File: config.mk
export PLATFORM = sky130hd
export DESIGN_NAME = i2c_cfg_regbank
export DESIGN_NICKNAME = d
export VERILOG_FILES = /design/src/rtl/i2c_cfg_pkg.sv /design/src/rtl/i2c_bus_sync.sv /design/src/rtl/i2c_reg_file.sv /design/src/rtl/i2c_slave_fsm.sv /design/src/rtl/i2c_cfg_regbank.sv
export SDC_FILE = /design/constraint.sdc
export NUM_CORES = 1
export LEC_CHECK = 0
export BUFFER_PORTS_ARGS = -buffer_cell sky130_fd_sc_hd__buf_2
export CAP_MARGIN = 20
export CELL_PAD_IN_SITES_DETAIL_PLACEMENT = 0
export CELL_PAD_IN_SITES_GLOBAL_PLACEMENT = 1
export CORE_MARGIN = 5
export CORE_UTILIZATION = 42
export DETAILED_ROUTE_END_ITERATION = 7
export MAX_ROUTING_LAYER = met4
export PLACE_DENSITY = 0.82
export SYNTH_ARGS = -nofsm -noshare
export SYNTH_HDL_FRONTEND = slang
export SYNTH_SLANG_ARGS = --single-unit
File: constraint.sdc
create_clock -name clk -period 6.85 [get_ports clk]
set_clock_uncertainty 0.2 [all_clocks]
set_input_delay 0.3425 -clock clk [delete_from_list [all_inputs] [get_ports clk]]
set_output_delay 0.3425 -clock clk [all_outputs]
set_load 0.05 [all_outputs]
File: src/rtl/i2c_cfg_pkg.sv
package i2c_cfg_pkg;

  typedef enum logic [3:0] {
    ST_IDLE,
    ST_DEV,
    ST_DEV_ACK,
    ST_PTR,
    ST_PTR_ACK,
    ST_WR,
    ST_WR_ACK,
    ST_RD,
    ST_RD_ACK
  } i2c_state_e;

  // Reset value of each register: byte 0 carries the two output-enable bits.
  function automatic logic [7:0] reg_default(input int idx);
    return (idx == 0) ? 8'h03 : 8'h00;
  endfunction

endpackage

File: src/rtl/i2c_bus_sync.sv
module i2c_bus_sync #(
  parameter int STAGES = 2
) (
  input  logic clk,
  input  logic rst_n,
  input  logic scl_i,
  input  logic sda_i,
  output logic scl_s,
  output logic sda_s,
  output logic scl_rise,
  output logic scl_fall,
  output logic start_det,
  output logic stop_det
);
  logic [STAGES-1:0] scl_q, sda_q;
  logic scl_d, sda_d;

  generate
    for (genvar g = 0; g < STAGES; g++) begin : g_stage
      always_ff @(posedge clk or negedge rst_n) begin
        if (!rst_n) begin
          scl_q[g] <= 1'b1;
          sda_q[g] <= 1'b1;
        end else if (g == 0) begin
          scl_q[g] <= scl_i;
          sda_q[g] <= sda_i;
        end else begin
          scl_q[g] <= scl_q[(g == 0) ? 0 : g-1];
          sda_q[g] <= sda_q[(g == 0) ? 0 : g-1];
        end
      end
    end
  endgenerate

  assign scl_s = scl_q[STAGES-1];
  assign sda_s = sda_q[STAGES-1];

  always_ff @(posedge clk or negedge rst_n) begin
    if (!rst_n) begin
      scl_d <= 1'b1;
      sda_d <= 1'b1;
    end else begin
      scl_d <= scl_s;
      sda_d <= sda_s;
    end
  end

  assign scl_rise  = scl_s & ~scl_d;
  assign scl_fall  = ~scl_s & scl_d;
  assign start_det = scl_s & scl_d & sda_d & ~sda_s;
  assign stop_det  = scl_s & scl_d & ~sda_d & sda_s;

endmodule

File: src/rtl/i2c_reg_file.sv
module i2c_reg_file
  import i2c_cfg_pkg::*;
#(
  parameter int NUM_REGS = 24,
  parameter int PTR_W    = 8,
  localparam int IMG_W   = NUM_REGS * 8
) (
  input  logic             clk,
  input  logic             rst_n,
  input  logic             we,
  input  logic [PTR_W-1:0] waddr,
  input  logic [7:0]       wdata,
  input  logic [PTR_W-1:0] rd_addr,
  output logic [7:0]       rd_data,
  output logic [IMG_W-1:0] image
);
  logic [7:0] regs [NUM_REGS];

  generate
    for (genvar g = 0; g < NUM_REGS; g++) begin : g_reg
      always_ff @(posedge clk or negedge rst_n) begin
        if (!rst_n)
          regs[g] <= reg_default(g);
        else if (we && waddr == PTR_W'(g))
          regs[g] <= wdata;
      end
      assign image[8*g +: 8] = regs[g];
    end
  endgenerate

  always_comb begin
    rd_data = 8'h00;
    for (int i = 0; i < NUM_REGS; i++)
      if (rd_addr == PTR_W'(i)) rd_data = regs[i];
  end

endmodule

File: src/rtl/i2c_slave_fsm.sv
module i2c_slave_fsm
  import i2c_cfg_pkg::*;
#(
  parameter int              NUM_REGS = 24,
  parameter int              PTR_W    = 8,
  parameter int              SEL_W    = 2,
  parameter logic [6-SEL_W:0] DEV_HI  = 5'b11011
) (
  input  logic             clk,
  input  logic             rst_n,
  input  logic             scl_rise,
  input  logic             scl_fall,
  input  logic             start_det,
  input  logic             stop_det,
  input  logic             sda_s,
  input  logic [SEL_W-1:0] addr_sel,
  input  logic [7:0]       rd_data,
  output logic [PTR_W-1:0] ptr,
  output logic             we,
  output logic [PTR_W-1:0] wr_addr,
  output logic [7:0]       wdata,
  output logic             sda_oe,
  output i2c_state_e       state,
  output logic [7:0]       rx_byte
);
  localparam logic [PTR_W-1:0] REG_END = PTR_W'(NUM_REGS);
  localparam logic [PTR_W-1:0] PTR_MAX = '1;

  logic [3:0] bitcnt;
  logic [7:0] tx;
  logic       rw;
  logic       more;

  assign rx_byte = rx_q;
  logic [7:0] rx_q;

  always_ff @(posedge clk or negedge rst_n) begin
    if (!rst_n) begin
      state   <= ST_IDLE;
      bitcnt  <= '0;
      rx_q    <= '0;
      tx      <= '0;
      rw      <= 1'b0;
      more    <= 1'b0;
      ptr     <= '0;
      we      <= 1'b0;
      wr_addr <= '0;
      wdata   <= '0;
      sda_oe  <= 1'b0;
    end else begin
      we <= 1'b0;
      if (start_det) begin
        state  <= ST_DEV;
        bitcnt <= '0;
        sda_oe <= 1'b0;
      end else if (stop_det) begin
        state  <= ST_IDLE;
        sda_oe <= 1'b0;
      end else begin
        case (state)
          ST_DEV, ST_PTR, ST_WR: begin
            if (scl_rise) begin
              rx_q   <= {rx_q[6:0], sda_s};
              bitcnt <= bitcnt + 4'd1;
            end else if (scl_fall && bitcnt == 4'd8) begin
              bitcnt <= '0;
              if (state == ST_DEV) begin
                if (rx_q[7:1] == {DEV_HI, addr_sel}) begin
                  rw     <= rx_q[0];
                  sda_oe <= 1'b1;
                  state  <= ST_DEV_ACK;
                end else begin
                  state <= ST_IDLE;
                end
              end else if (state == ST_PTR) begin
                ptr    <= rx_q;
                sda_oe <= 1'b1;
                state  <= ST_PTR_ACK;
              end else begin
                we      <= (ptr < REG_END);
                wr_addr <= ptr;
                wdata   <= rx_q;
                if (ptr != PTR_MAX) ptr <= ptr + 1'b1;
                sda_oe  <= 1'b1;
                state   <= ST_WR_ACK;
              end
            end
          end
          ST_DEV_ACK, ST_PTR_ACK, ST_WR_ACK: begin
            if (scl_fall) begin
              sda_oe <= 1'b0;
              bitcnt <= '0;
              if (state == ST_DEV_ACK && rw) begin
                tx     <= rd_data;
                sda_oe <= ~rd_data[7];
                if (ptr != PTR_MAX) ptr <= ptr + 1'b1;
                state  <= ST_RD;
              end else if (state == ST_DEV_ACK) begin
                state <= ST_PTR;
              end else begin
                state <= ST_WR;
              end
            end
          end
          ST_RD: begin
            if (scl_rise) begin
              bitcnt <= bitcnt + 4'd1;
            end else if (scl_fall) begin
              if (bitcnt == 4'd8) begin
                bitcnt <= '0;
                sda_oe <= 1'b0;
                state  <= ST_RD_ACK;
              end else begin
                tx     <= {tx[6:0], 1'b0};
                sda_oe <= ~tx[6];
              end
            end
          end
          ST_RD_ACK: begin
            if (scl_rise) begin
              more <= ~sda_s;
            end else if (scl_fall) begin
              if (more) begin
                tx     <= rd_data;
                sda_oe <= ~rd_data[7];
                if (ptr != PTR_MAX) ptr <= ptr + 1'b1;
                state  <= ST_RD;
              end else begin
                state <= ST_IDLE;
              end
            end
          end
          default: begin
            sda_oe <= 1'b0;
          end
        endcase
      end
    end
  end

endmodule

File: src/rtl/i2c_cfg_regbank.sv
module i2c_cfg_regbank
  import i2c_cfg_pkg::*;
#(
  parameter int NUM_REGS    = 24,
  parameter int PTR_W       = 8,
  parameter int SYNC_STAGES = 2,
  localparam int IMG_W      = NUM_REGS * 8
) (
  input  logic             clk,
  input  logic             rst_n,
  input  logic             scl_i,
  input  logic             sda_i,
  input  logic [1:0]       addr_sel,
  output logic             sda_oe,
  output logic [IMG_W-1:0] reg_image
);
  logic scl_s, sda_s, scl_rise, scl_fall, start_det, stop_det;
  logic [PTR_W-1:0] ptr, wr_addr;
  logic [7:0] rd_data, wdata, rx_byte;
  logic we;
  i2c_state_e state;

  i2c_bus_sync #(.STAGES(SYNC_STAGES)) u_sync (
    .clk(clk), .rst_n(rst_n), .scl_i(scl_i), .sda_i(sda_i),
    .scl_s(scl_s), .sda_s(sda_s), .scl_rise(scl_rise), .scl_fall(scl_fall),
    .start_det(start_det), .stop_det(stop_det)
  );

  i2c_slave_fsm #(.NUM_REGS(NUM_REGS), .PTR_W(PTR_W), .SEL_W(2), .DEV_HI(5'b11011)) u_fsm (
    .clk(clk), .rst_n(rst_n), .scl_rise(scl_rise), .scl_fall(scl_fall),
    .start_det(start_det), .stop_det(stop_det), .sda_s(sda_s),
    .addr_sel(addr_sel), .rd_data(rd_data), .ptr(ptr), .we(we),
    .wr_addr(wr_addr), .wdata(wdata), .sda_oe(sda_oe), .state(state),
    .rx_byte(rx_byte)
  );

  i2c_reg_file #(.NUM_REGS(NUM_REGS), .PTR_W(PTR_W)) u_regs (
    .clk(clk), .rst_n(rst_n), .we(we), .waddr(wr_addr), .wdata(wdata),
    .rd_addr(ptr), .rd_data(rd_data), .image(reg_image)
  );

endmodule

==> flow_metrics.env <==
export IMPL_run_status="completed"
export IMPL_slew_headroom_pct=23.7
export IMPL_synthCells=1166
export IMPL_slew_violations=0
export IMPL_synthArstFlopShare_pct=100
export IMPL_yosysSeqAreaShare_pct=49.5
export IMPL_drc=0
export IMPL_cts_buffers_inserted=28
export IMPL_fin_nets=1345
export IMPL_ys_seq_elements=249
export IMPL_synth_area_mm2=0.0126
export IMPL_synth_most_common_cell="dfrtp_1"
export IMPL_routabilityCongestion=0.954
export IMPL_grt_pass1_wl_um=67900
export IMPL_finalSetupViolCount=0
export IMPL_io_pins=199
export IMPL_die_x_um=183
export IMPL_cts_sinks=249
export IMPL_start_util_pct=42.5
export IMPL_avgSynthCellArea_um2=10.8
export IMPL_fmax_mhz=275
export IMPL_vdd_drop_max_mv=0.245
export IMPL_ff2ff_setup_slack_ps=3210
export IMPL_cp_start_kind="register"
export IMPL_hold_ws_ps=152
export IMPL_drt_wirelength_per_cell_um=25.7
export IMPL_grt_usage_pct=26.9
export IMPL_worstPathMaxFanout=40
export IMPL_worstPathArrival_ps=3840
export IMPL_hold_viol=0
export IMPL_synth_top_area_share_pct=47.9
export IMPL_port_buffers=198
export IMPL_dr_pass1_iters=5
export IMPL_core_mm2=0.0296
export IMPL_die_height_um=183
export IMPL_grt_max_degree=163
export IMPL_dieArea_mm2=0.0336
export IMPL_ys_warn_count=0
export IMPL_maxCapViolCount=0
export IMPL_min_path_type="input port to asynchronous set/reset pin"
export IMPL_first_global_vias=10700
export IMPL_power_density_mw_per_mm2=333
export IMPL_synthTopCellsByCount="dfrtp_1 (241), mux2_2 (214), nand2_1 (92)"
export IMPL_cts_root_buf="clkbuf_16"
export IMPL_netlist_top_cells_area="dfrtp_1 (48%), mux2_2 (19%), o21ai_0 (3.1%)"
export IMPL_final_antenna_net_count=0
export IMPL_vias_per_cell=6.20
export IMPL_synth_distinct_cells=74
export IMPL_clk_latency_ps=570
export IMPL_clk_path_buf_depth=3
export IMPL_final_util_pct=50.4
export IMPL_power_leakage_nw=7.38
export IMPL_ctsResizeCount=0
export IMPL_clk_pin_slew_worst_paths_ps=60
export IMPL_grt_overflow_total=0
export IMPL_diodes=0
export IMPL_hold_buffers=3
export IMPL_num_vias=10800
export IMPL_ys_flop_type="dfrtp_1"
export IMPL_syn_to_final_growth_pct=18.6
export IMPL_first_iter_violations=1178
export IMPL_finalWirelength_um=44700
export IMPL_tritoncts="yes"
export IMPL_syn_nets=1181
export IMPL_end_kind="register"
export IMPL_path_class="register to register"
export IMPL_htree_num_levels=1
export IMPL_dp_hpwl_um=31000
export IMPL_min_period_ps=3640
export IMPL_worst_pin_slew_ps=1150
export IMPL_antenna_found_initial=1
export IMPL_rows=63
export IMPL_fin_tns_setup_ps=0
export IMPL_synth_edff_count=0
export IMPL_synth_top_area_cell="dfrtp_1"
export IMPL_fill_cells=2743
export IMPL_postCtsSetupBuffers=0
export IMPL_crit_required_ps=7050
export IMPL_drive_above_1_share_pct=37.1
export IMPL_grt_setup_unrepaired="false"
export IMPL_fin_crit_sh_pct=53.1
-- logic make-up after synthesis --
group	Yosys count	share of synthesized area [%]
AND/OR/NAND/NOR	302	11.9
adder cells (fa/ha/maj)	9	0.894
XOR/XNOR	3	0.209
multiplexers	216	19.3
AO/OA/AOI/OAI	292	15.0
buffers and inverters	95	3.17
flip-flops	249	49.5
-- worst max-delay path, cell delays in order (launching register included) --
cell and delay, ps:
dfrtp_1 420, ha_2 490, buf_4 470, inv_1 510, nor3_1 620, nand3_1 240, nand2_1 170, o21ai_0 80
a21oi_1 180, a21oi_1 50
-- through the flow --
step	power, mW	instances	area [um^2]	setup slack [ps]
3_5_place_dp	3.27	1684	13800	3330
3_3_place_gp	3.25	1684	13800	3440
2_1_floorplan	2.80	1166	12600	4370
4_1_cts	4.94	1739	14900	3280
6_report	4.97	1742	14900	3210
5_1_grt	5.18	1742	14900	2990
-- area by class of cell --
class,instances,area (um^2),area share (%)
tap,390,488,3.27
multi-input combinational,822,5960,39.9
clock inverter,16,259,1.73
timing repair buffer,210,1140,7.65
clock buffer,36,771,5.16
inverter,19,71.3,0.478
sequential,249,6240,41.8
-- cell usage in the layout (no fill, tap or decap), types with 6 or more instances in the layout --
cell type and n:
buf_2 197, o22ai_1 25, clkbuf_16 28, dfrtp_1 241
clkinv_2 6, a21oi_1 64, a221oi_1 10, a31oi_1 18
a22oi_1 9, bufinv_16 6, nor2_1 69, ha_1 6
o21ai_0 78, nand3b_1 8, nand2_1 92, o211ai_1 7
dfstp_2 8, a2bb2oi_1 7, inv_1 19, nor3_1 27
o221ai_1 11, nand2b_1 16, a21o_1 8, mux2_2 214
nor2b_1 12, a211oi_1 8, nand3_1 35
-- sequential cells by signal, summed over array words and instances, names as in the netlist --
signal	count
u_sync.scl_q	1
u_fsm.wr_addr	8
u_regs.image	192
u_fsm.wdata	8
u_fsm.sda_oe	1
u_fsm.rx_byte	8
u_fsm.we	1
u_sync.scl_s	1
u_fsm.tx	7
u_fsm.ptr	8
u_fsm.more	1
u_fsm.bitcnt	4
u_sync.sda_d	1
u_sync.scl_d	1
u_fsm.state	4
u_sync.sda_q	1
u_sync.sda_s	1
u_fsm.rw	1
-- power breakdown --
| part | internal, mW | leakage, nW | switching [mW] |
|---|---|---|---|
| registers | 1.55 | 3.41 | 0.196 |
| logic | 0.492 | 3.47 | 1.06 |
| clock network | 1.02 | 0.505 | 0.647 |
| total | 3.07 | 7.38 | 1.90 |
-- routing by layer --
metal	vias to the layer above	global-route usage (%)	part of all wire [%]
li1	4649	-	-
met2	600	38.5	44
met3	99	5.71	8.5
met1	5446	37.7	43
met4	0	10.0	4.2
met5	-	-	0
-- final timing paths --
path / from / end / depth (start not counted)
max: u_fsm.ptr[0] / u_fsm.ptr[4] / 9
min: rst_n / u_fsm.rx_byte[1] / 2
max reg2reg: u_fsm.ptr[0] / u_fsm.ptr[4] / 9
min reg2reg: u_sync.sda_q[0] / u_sync.sda_s / 0
max in group asynchronous: rst_n / u_regs.image[150] / 3
min in group clk: u_sync.sda_q[0] / u_sync.sda_s / 0
Power figures use the tool's default switching activity.
